### src/rtl/dqt_pkg.sv
package dqt_pkg;
  typedef enum logic [1:0] {
    PL_USER = 2'b00,
    PL_SUP  = 2'b01,
    PL_HYP  = 2'b10,
    PL_HYPX = 2'b11
  } priv_e;

  localparam logic SEL_HEAD = 1'b0;
  localparam logic SEL_TAIL = 1'b1;

  localparam int unsigned TT_W        = 9;
  localparam logic [8:0]  TT_QUEUE    = 9'h07D;
  localparam logic [8:0]  TT_BAD_ASPC = 9'h014;
endpackage

### src/rtl/dqt_access_chk.sv
module dqt_access_chk
  import dqt_pkg::*;
(
  input  logic       rd,
  input  logic       wr,
  input  logic       sel,
  input  logic [1:0] priv,
  output logic       wr_head,
  output logic       wr_tail,
  output logic       violation
);
  logic is_user;
  logic is_hyp;

  always_comb begin
    is_user   = (priv == PL_USER);
    is_hyp    = priv[1];
    wr_head   = wr && (sel == SEL_HEAD) && !is_user;
    wr_tail   = wr && (sel == SEL_TAIL) && is_hyp;
    violation = ((rd || wr) && is_user) ||
                (wr && (sel == SEL_TAIL) && !is_hyp);
  end
endmodule

### src/rtl/dqt_ptr_regs.sv
module dqt_ptr_regs #(
  parameter int unsigned PTR_W = 64
) (
  input  logic             clk,
  input  logic             rst,
  input  logic             wr_head,
  input  logic             wr_tail,
  input  logic [PTR_W-1:0] wdata,
  input  logic             rd,
  input  logic             sel,
  output logic [PTR_W-1:0] head,
  output logic [PTR_W-1:0] tail,
  output logic [PTR_W-1:0] rdata,
  output logic             rvalid
);
  logic [PTR_W-1:0] ptr_q [2];

  for (genvar i = 0; i < 2; i++) begin : g_ptr
    logic we;
    assign we = (i == 0) ? wr_head : wr_tail;
    always_ff @(posedge clk) begin
      if (rst)     ptr_q[i] <= '0;
      else if (we) ptr_q[i] <= wdata;
    end
  end

  always_ff @(posedge clk) begin
    if (rst) begin
      rdata  <= '0;
      rvalid <= 1'b0;
    end else begin
      rvalid <= rd;
      if (rd) rdata <= ptr_q[sel];
    end
  end

  assign head = ptr_q[0];
  assign tail = ptr_q[1];
endmodule

### src/rtl/dqt_trap_gate.sv
module dqt_trap_gate (
  input  logic clk,
  input  logic rst,
  input  logic pending,
  input  logic core_hyp,
  input  logic irq_en,
  input  logic trap_taken,
  input  logic trap_done,
  output logic trap_req
);
  logic in_handler_q;
  logic req_d;

  always_comb begin
    req_d = pending && irq_en && !core_hyp && !in_handler_q && !trap_taken;
  end

  always_ff @(posedge clk) begin
    if (rst) begin
      in_handler_q <= 1'b0;
      trap_req     <= 1'b0;
    end else begin
      if (trap_taken)     in_handler_q <= 1'b1;
      else if (trap_done) in_handler_q <= 1'b0;
      trap_req <= req_d;
    end
  end
endmodule

### src/rtl/dq_trap_ctl.sv
module dq_trap_ctl
  import dqt_pkg::*;
#(
  parameter int unsigned PTR_W = 64,
  parameter int unsigned TT_W  = dqt_pkg::TT_W
) (
  input  logic             clk,
  input  logic             rst,
  input  logic             acc_rd,
  input  logic             acc_wr,
  input  logic             acc_sel,
  input  logic [1:0]       acc_priv,
  input  logic [PTR_W-1:0] acc_wdata,
  output logic [PTR_W-1:0] acc_rdata,
  output logic             acc_rvalid,
  output logic             acc_exc,
  output logic [TT_W-1:0]  acc_exc_tt,
  input  logic             core_hyp,
  input  logic             irq_en,
  input  logic             trap_taken,
  input  logic             trap_done,
  output logic             trap_req,
  output logic [TT_W-1:0]  trap_tt
);
  logic             wr_head, wr_tail, violation;
  logic [PTR_W-1:0] head_q, tail_q;
  logic             pending;

  dqt_access_chk u_chk_acc (
    .rd(acc_rd), .wr(acc_wr), .sel(acc_sel), .priv(acc_priv),
    .wr_head(wr_head), .wr_tail(wr_tail), .violation(violation)
  );

  dqt_ptr_regs #(.PTR_W(PTR_W)) u_regs (
    .clk(clk), .rst(rst), .wr_head(wr_head), .wr_tail(wr_tail),
    .wdata(acc_wdata), .rd(acc_rd), .sel(acc_sel),
    .head(head_q), .tail(tail_q), .rdata(acc_rdata), .rvalid(acc_rvalid)
  );

  assign pending = (head_q != tail_q);

  dqt_trap_gate u_gate (
    .clk(clk), .rst(rst), .pending(pending), .core_hyp(core_hyp),
    .irq_en(irq_en), .trap_taken(trap_taken), .trap_done(trap_done),
    .trap_req(trap_req)
  );

  always_ff @(posedge clk) begin
    if (rst) acc_exc <= 1'b0;
    else     acc_exc <= violation;
  end

  assign acc_exc_tt = TT_W'(TT_BAD_ASPC);
  assign trap_tt    = TT_W'(TT_QUEUE);
endmodule

### config.mk
export PLATFORM = sky130hd
export DESIGN_NAME = dq_trap_ctl
export DESIGN_NICKNAME = d
export VERILOG_FILES = /design/src/rtl/dqt_pkg.sv /design/src/rtl/dqt_access_chk.sv /design/src/rtl/dqt_ptr_regs.sv /design/src/rtl/dqt_trap_gate.sv /design/src/rtl/dq_trap_ctl.sv
export SDC_FILE = /design/constraint.sdc
export NUM_CORES = 1
export LEC_CHECK = 0
export ABC_AREA = 1
export BUFFER_PORTS_ARGS = -buffer_cell sky130_fd_sc_hd__buf_2
export CAP_MARGIN = 40
export CORE_UTILIZATION = 40
export DETAILED_ROUTE_END_ITERATION = 7
export GPL_ROUTABILITY_DRIVEN = 0
export GPL_TIMING_DRIVEN = 0
export RECOVER_POWER = 100
export SYNTH_ARGS = -nofsm -noshare
export SYNTH_HDL_FRONTEND = slang
export SYNTH_SLANG_ARGS = --single-unit
### constraint.sdc
create_clock -name clk -period 2.9 [get_ports clk]
set_clock_uncertainty 0.05 [all_clocks]
set_input_delay 0.145 -clock clk [delete_from_list [all_inputs] [get_ports clk]]
set_output_delay 0.145 -clock clk [all_outputs]
set_load 0.01 [all_outputs]
==> results of run 1 <==
state kept, by name (all words and copies together), names as in the netlist:
name,cells
acc_exc,1
u_gate.in_handler_q,1
u_gate.trap_req,1
u_regs.ptr_q,128
u_regs.rdata,64
u_regs.rvalid,1
placed cells by master (no fill, tap or decap), types with 2 or more instances in the layout:
| cell | instances |
|---|---|
| nor2_1 | 147 |
| clkbuf_1 | 93 |
| inv_2 | 2 |
| nand2_4 | 2 |
| clkbuf_16 | 17 |
| a211oi_1 | 2 |
| inv_1 | 87 |
| dfxtp_1 | 68 |
| edfxtp_1 | 128 |
| clkbuf_2 | 2 |
| nor2_2 | 5 |
| bufinv_16 | 4 |
| xnor2_1 | 54 |
| buf_2 | 78 |
| inv_6 | 6 |
| nand3_1 | 2 |
| conb_1 | 18 |
| nand4_1 | 3 |
| buf_16 | 2 |
| inv_8 | 2 |
| a21oi_1 | 128 |
| buf_4 | 32 |
| dlygate4sd3_1 | 67 |
| nand2_1 | 137 |
| o21ai_0 | 64 |
metrics by stage:
stage                     cells  worst slack [ps]  hold WS (ps)  cell area (µm²)
after floorplan             915               338           167             8700
after global placement     1329              -967           284             9740
final                      1430               733         0.338            10900
after detailed placement   1331               842           291             9810
after global routing       1430               656          28.0            10900
after CTS                  1430               856         0.214            11100
repair_timing:
item                                   in CTS  in global routing
gates resized for setup                     0                  0
endpoints found under the hold margin     116                  0
hold buffers                               67                  0
power by group:
group	internal, mW	total [mW]	switching, mW	leakage (nW)
clock network	1.50	2.62	1.12	0.317
registers	3.20	3.33	0.134	1.83
logic	0.341	0.779	0.439	2.40
total	5.03	6.72	1.69	4.55
synthesized netlist by cell type, drive strengths merged:
| library cell | number |
|---|---|
| nor2 | 152 |
| nand2 | 139 |
| a21oi | 128 |
| edfxtp | 128 |
| inv | 89 |
| dfxtp | 68 |
| o21ai | 65 |
| xnor2 | 54 |
| buf | 53 |
| clkbuf | 13 |
| nand4 | 3 |
| a211oi | 2 |
| conb | 2 |
| nand3 | 2 |
| or2 | 1 |
cells by family after synthesis:
logic type / Yosys count / synth area share (%)
buf+inv: 155 / 9.27
compound gates: 195 / 11.4
simple gates: 297 / 13.6
flops: 196 / 60.2
other cells: 2 / 0.0869
xor+xnor: 54 / 5.47
tightest hold or removal path, cell delays in order:
cell	delay [ps]
buf_2	100
inv_1	50
nor2_1	80
final timing paths:
path / slack, ps / end / depth (start not counted)
setup / recovery: 730 / u_regs.ptr_q[1][61]$_SDFFCE_PN0P_ / 7
hold / removal: 0.3 / u_regs.ptr_q[1][1]$_SDFFCE_PN0P_ / 3
setup reg to reg: 1490 / u_gate.trap_req$_SDFF_PP0_ / 8
hold reg to reg: 480 / u_regs.rdata[25]$_SDFFE_PP0P_ / 2
routing by layer:
layer | wire length, µm | share of wire [%]
met1 | 9550 | 45
met2 | 10500 | 49
met3 | 1050 | 4.9
met5 | 0 | 0
met4 | 352 | 1.6
final cells by class:
type / count / share of cell area [%]
Clock inverter: 14 / 1.93
Multi-Input combinational cell: 564 / 24.5
Inverter: 89 / 3.06
Tap cell: 275 / 3.15
Clock buffer: 18 / 4.02
Sequential cell: 196 / 47.6
Buffer: 66 / 3.47
Timing Repair Buffer: 208 / 12.2
==> impl_results.md, run 1 <==
- Vias/cell: 4.73
- First-pass DRT Iterations: 6
- Die width: 149 µm
- Post-CTS Setup Inserts: 0
- Clk_lat worst skew: 440 ps
- DRT iter0 DRCs: 447
- Library cells used by synthesis: 22
- PwrDens: 615 mW/mm²
- FF+latch count, synth: 196
- Cts bufs inserted: 17
- Antenna-violating nets left: 0
- Multi-input logic area: 0.00268 mm²
- Syn Inst Count: 899
- Crit path cell chain: dlygate4sd3_1 -> clkbuf_1 -> inv_1 -> buf_4 -> clkbuf_2 -> nand2_4 -> buf_16
- Filler cells: 1950
- Power, Total: 6.72 mW
- Seq/Total Area, Yosys: 60.2%
- Vias after detailed routing: 6760
- Leakage Power: 4.55 nW
- Worst-case clock buffer depth: 2
- RR Startpoint: u_regs.ptr_q[1][61]$_SDFFCE_PN0P_
- Largest delay contributor family on the critical path: buffers and inverters
- IO Port Bufs: 139
- Data arrival time of the critical path: 2240 ps
- Final setup vio count: 0
- Die Area: 0.0222 mm²
- Min-Delay Path Class: primary input to register
- Max_cap viols: 0
- Crit. Startpoint: rst
- Setup TNS: 0 ps
- Global-route met3 utilization: 3.30%
- Min Tclk post-route: 2170 ps
- Clock sinks: 196
- Initial Utilization: 41.0%
- Number of buffers and inverters on the critical path: 6
- GRT overflow: 0
- Syn Area/Cell: 9.61 µm²
- Routed WL: 21.4 mm
- Slowest Stage Delay on Critical Path: 520 ps
- First-pass GRT wire length: 33.9 mm
- Reg area: 0.00520 mm²
- Clock Pin Slew Worst Setup and Hold Paths: 70 ps
- Fraction of layout cells with a size suffix above 1: 13.5%
- H-tree depth: 4
- Slew HR: 58.2%
- Final Hold Viols: 0
- Layout Utilization: 51.8%
- Clock root buffer master: clkbuf_16
- WL/cell: 15.0 µm
- Area share of the largest cell type after synthesis: 44.5%
- DRC Markers: 0
- Vias in the first global route: 6727
- Critical Path End Type: register
- CP max stage cell: dlygate4sd3_1
- FP Rows: 53
- Mapped Area: 0.00864 mm²
- RSZ-0062 raised after global routing: no
- Met1 Usage GRT: 25.8%
- Core Region: 0.0211 mm²
- Worst hold start: acc_wdata[1]
- CTS tree: done
- Slew Viols, Final: 0
- Initial antenna violation count: 0
- Fin crit share: 74.7%
- Slew at the pin with the worst max-slew slack: 625 ps
- Crit path launch type: primary input
- Die Y: 149 µm
- Maximum clock frequency: 0.461 GHz
- Yosys warning count: 0
- Largest net degree at the start of global routing: 43
- CP max FO: 42
- Worst vdd ir: 0.000371 V
- P&R area growth vs syn: 26.5%
- Status: completed
- Largest cells by area after synthesis: edfxtp_1 (44%), dfxtp_1 (16%), a21oi_1 (7.4%)
- Crit Path Category: primary input to register
- Req. time, crit path: 2970 ps
- Num ports: 160
- Area leader, netlist: edfxtp_1
- M2 GR Usage: 34.5%
- Detailed placement HPWL: 13.9 mm
- NumNets Final: 1217
- Antenna diodes: 0
- GRT busiest layer: met2
- Overall Global Routing Usage: 20.2%
Note: power is estimated with default switching activity, not from simulation.
==> run 2, diff against run 1 <==
==> constraint.sdc (replaced) <==
create_clock -name clk -period 2.2 [get_ports clk]
set_clock_uncertainty 0.05 [all_clocks]
set_input_delay 0.11 -clock clk [delete_from_list [all_inputs] [get_ports clk]]
set_output_delay 0.11 -clock clk [all_outputs]
set_load 0.01 [all_outputs]
==> impl_results.md, run 2 (synthesized netlist as in run 1, its figures left out) <==
- Status: completed
- Data arrival time of the critical path: 2140 ps
- R2r endpoint: u_gate.trap_req$_SDFF_PP0_
- Final setup vio count: 0
- IO Port Bufs: 139
- First-pass DRT Iterations: 5
- Crit path cell chain: dlygate4sd3_1 -> buf_2 -> inv_2 -> buf_4 -> clkbuf_2 -> nand2_4 -> buf_8
- P&R area growth vs syn: 26.4%
- Vias/cell: 4.76
- Min Tclk post-route: 2100 ps
- Register-to-register path setup slack: 800 ps
- Non-filler instance count after layout: 1434
- Max FFs per register: 128
- Slew at the pin with the worst max-slew slack: 617 ps
- Max_cap viols: 0
- Worst-case clock buffer depth: 2
- H-tree depth: 4
- Worst hold start: acc_rd
- Crit. Startpoint: rst
- Core Region: 0.0211 mm²
- Routed WL: 21.6 mm
- Slew Viols, Final: 0
- First-pass GRT wire length: 33.2 mm
- Most flops, register: u_regs.ptr_q
- Antenna diodes: 0
- DRT iter0 DRCs: 397
- Clock root buffer master: clkbuf_16
- Dpl cells: 1331
- Vias in the first global route: 6485
- Number of buffers and inverters on the critical path: 6
- Clock sinks: 196
- Leakage Power: 4.55 nW
- Fin area: 0.0109 mm²
- Req. time, crit path: 2240 ps
- DRC Markers: 0
- Slowest Stage Delay on Critical Path: 560 ps
- Filler cells: 2008
- Antenna-violating nets left: 0
- Detailed placement HPWL: 13.9 mm
- Cts bufs inserted: 17
- Critical Path End Type: register
- CP max FO: 44
- Commonest non-fill, non-tap cells in the layout: nor2_1 (147), nand2_1 (137), a21oi_1 (128), edfxtp_1 (128), clkbuf_1 (93)
- Post-place instance area: 0.00981 mm²
- Most common cell after layout, fill and taps aside: nor2_1
- Clock Pin Slew Worst Setup and Hold Paths: 70 ps
- Clk_lat worst skew: 430 ps
- Slew HR: 58.7%
- Worst vdd ir: 0.000521 V
- Min-Delay Path Class: primary input to register
- WL/cell: 15.1 µm
- Die Area: 0.0222 mm²
- Initial antenna violation count: 0
- Multi-input logic area: 0.00268 mm²
- Power, Total: 8.75 mW
- Fraction of layout cells with a size suffix above 1: 13.4%
- CP max stage cell: dlygate4sd3_1
- CTS tree: done
- Largest delay contributor family on the critical path: buffers and inverters
- Die Y: 149 µm
- Largest net degree at the start of global routing: 46
- Num ports: 160
- Reg area: 0.00520 mm²
- Final Hold Viols: 0
- Die width: 149 µm
- Initial Utilization: 41.0%
- RSZ-0062 raised after global routing: no
- Regs by FF count: u_regs.ptr_q x128, u_regs.rdata x64
- GRT overflow: 0
- Overall Global Routing Usage: 19.8%
- Crit Path Category: primary input to register
- WHS Endpoint: u_regs.rdata[39]$_SDFFE_PP0P_
- Worst-case reg-to-reg path depth: 8
- NumNets Final: 1221
- FP Rows: 53
- PwrDens: 801 mW/mm²
- Hold path depth: 3
- Crit path launch type: primary input
- Fin crit share: 95.4%
- Vias after detailed routing: 6830
- Maximum clock frequency: 0.477 GHz
- RR Startpoint: u_regs.ptr_q[0][52]$_SDFFCE_PN0P_
- CP Depth: 7
- Post-CTS Setup Inserts: 0
## run 2: worst max path at each step
stage / to / slack, ps
after floorplan: u_regs.ptr_q[1][0]$_SDFFCE_PN0P_ / 280
after global placement: u_regs.ptr_q[0][53]$_SDFFCE_PN0P_ / -520
after detailed placement: u_regs.ptr_q[1][61]$_SDFFCE_PN0P_ / 210
after CTS: u_regs.ptr_q[0][0]$_SDFFCE_PN0P_ / 180
after global routing: u_regs.ptr_q[0][0]$_SDFFCE_PN0P_ / 50
final: u_regs.ptr_q[0][3]$_SDFFCE_PN0P_ / 100
## run 2: stage by stage
step | utilization, % | hold WS, ps | TNS (ps) | worst slack (ps)
2_1_floorplan | - | 132 | 0 | 282
5_1_grt | 51.8 | 209 | 0 | 49.0
3_5_place_dp | 46.5 | 249 | 0 | 212
6_report | 51.8 | 142 | 0 | 102
3_3_place_gp | 46.2 | 249 | -65660 | -519
4_1_cts | 52.9 | 33.5 | 0 | 183
## run 2: layout make-up
type | instances | area share [%]
clock buffer | 18 | 3.93
sequential | 196 | 47.7
multi-input combinational | 564 | 24.5
tap | 275 | 3.15
timing repair buffer | 212 | 12.4
inverter | 89 | 3.06
buffer | 66 | 3.48
clock inverter | 14 | 1.83
## run 2: routing by layer
metal  part of all wire (%)  vias up  GRT usage, %
met3                    4.9       24          3.09
met5                      0        -             0
li1                       -     3384             -
met1                     45     3230          26.0
met2                     49      192          33.4
met4                    1.4        0          6.58
## run 2: what timing repair did
item / CTS / global route
hold buffers: 71 / 0
resized for setup: 0 / 0
endpoints found under the hold margin: 132 / 0
## run 2: worst register-to-register path, cell delays in order (launching register included)
cell,delay [ps]
edfxtp_1,400
xnor2_1,190
nand2_1,80
nor2_1,110
nand2_1,80
nor2_1,170
nand2_1,90
nor2_1,90
nor2_1,40
## run 2: where the power goes
group	leakage (nW)	switching (mW)	internal, mW	total (mW)
combinational	2.41	0.578	0.447	1.03
clock	0.306	1.41	1.92	3.33
sequential	1.83	0.177	4.21	4.39
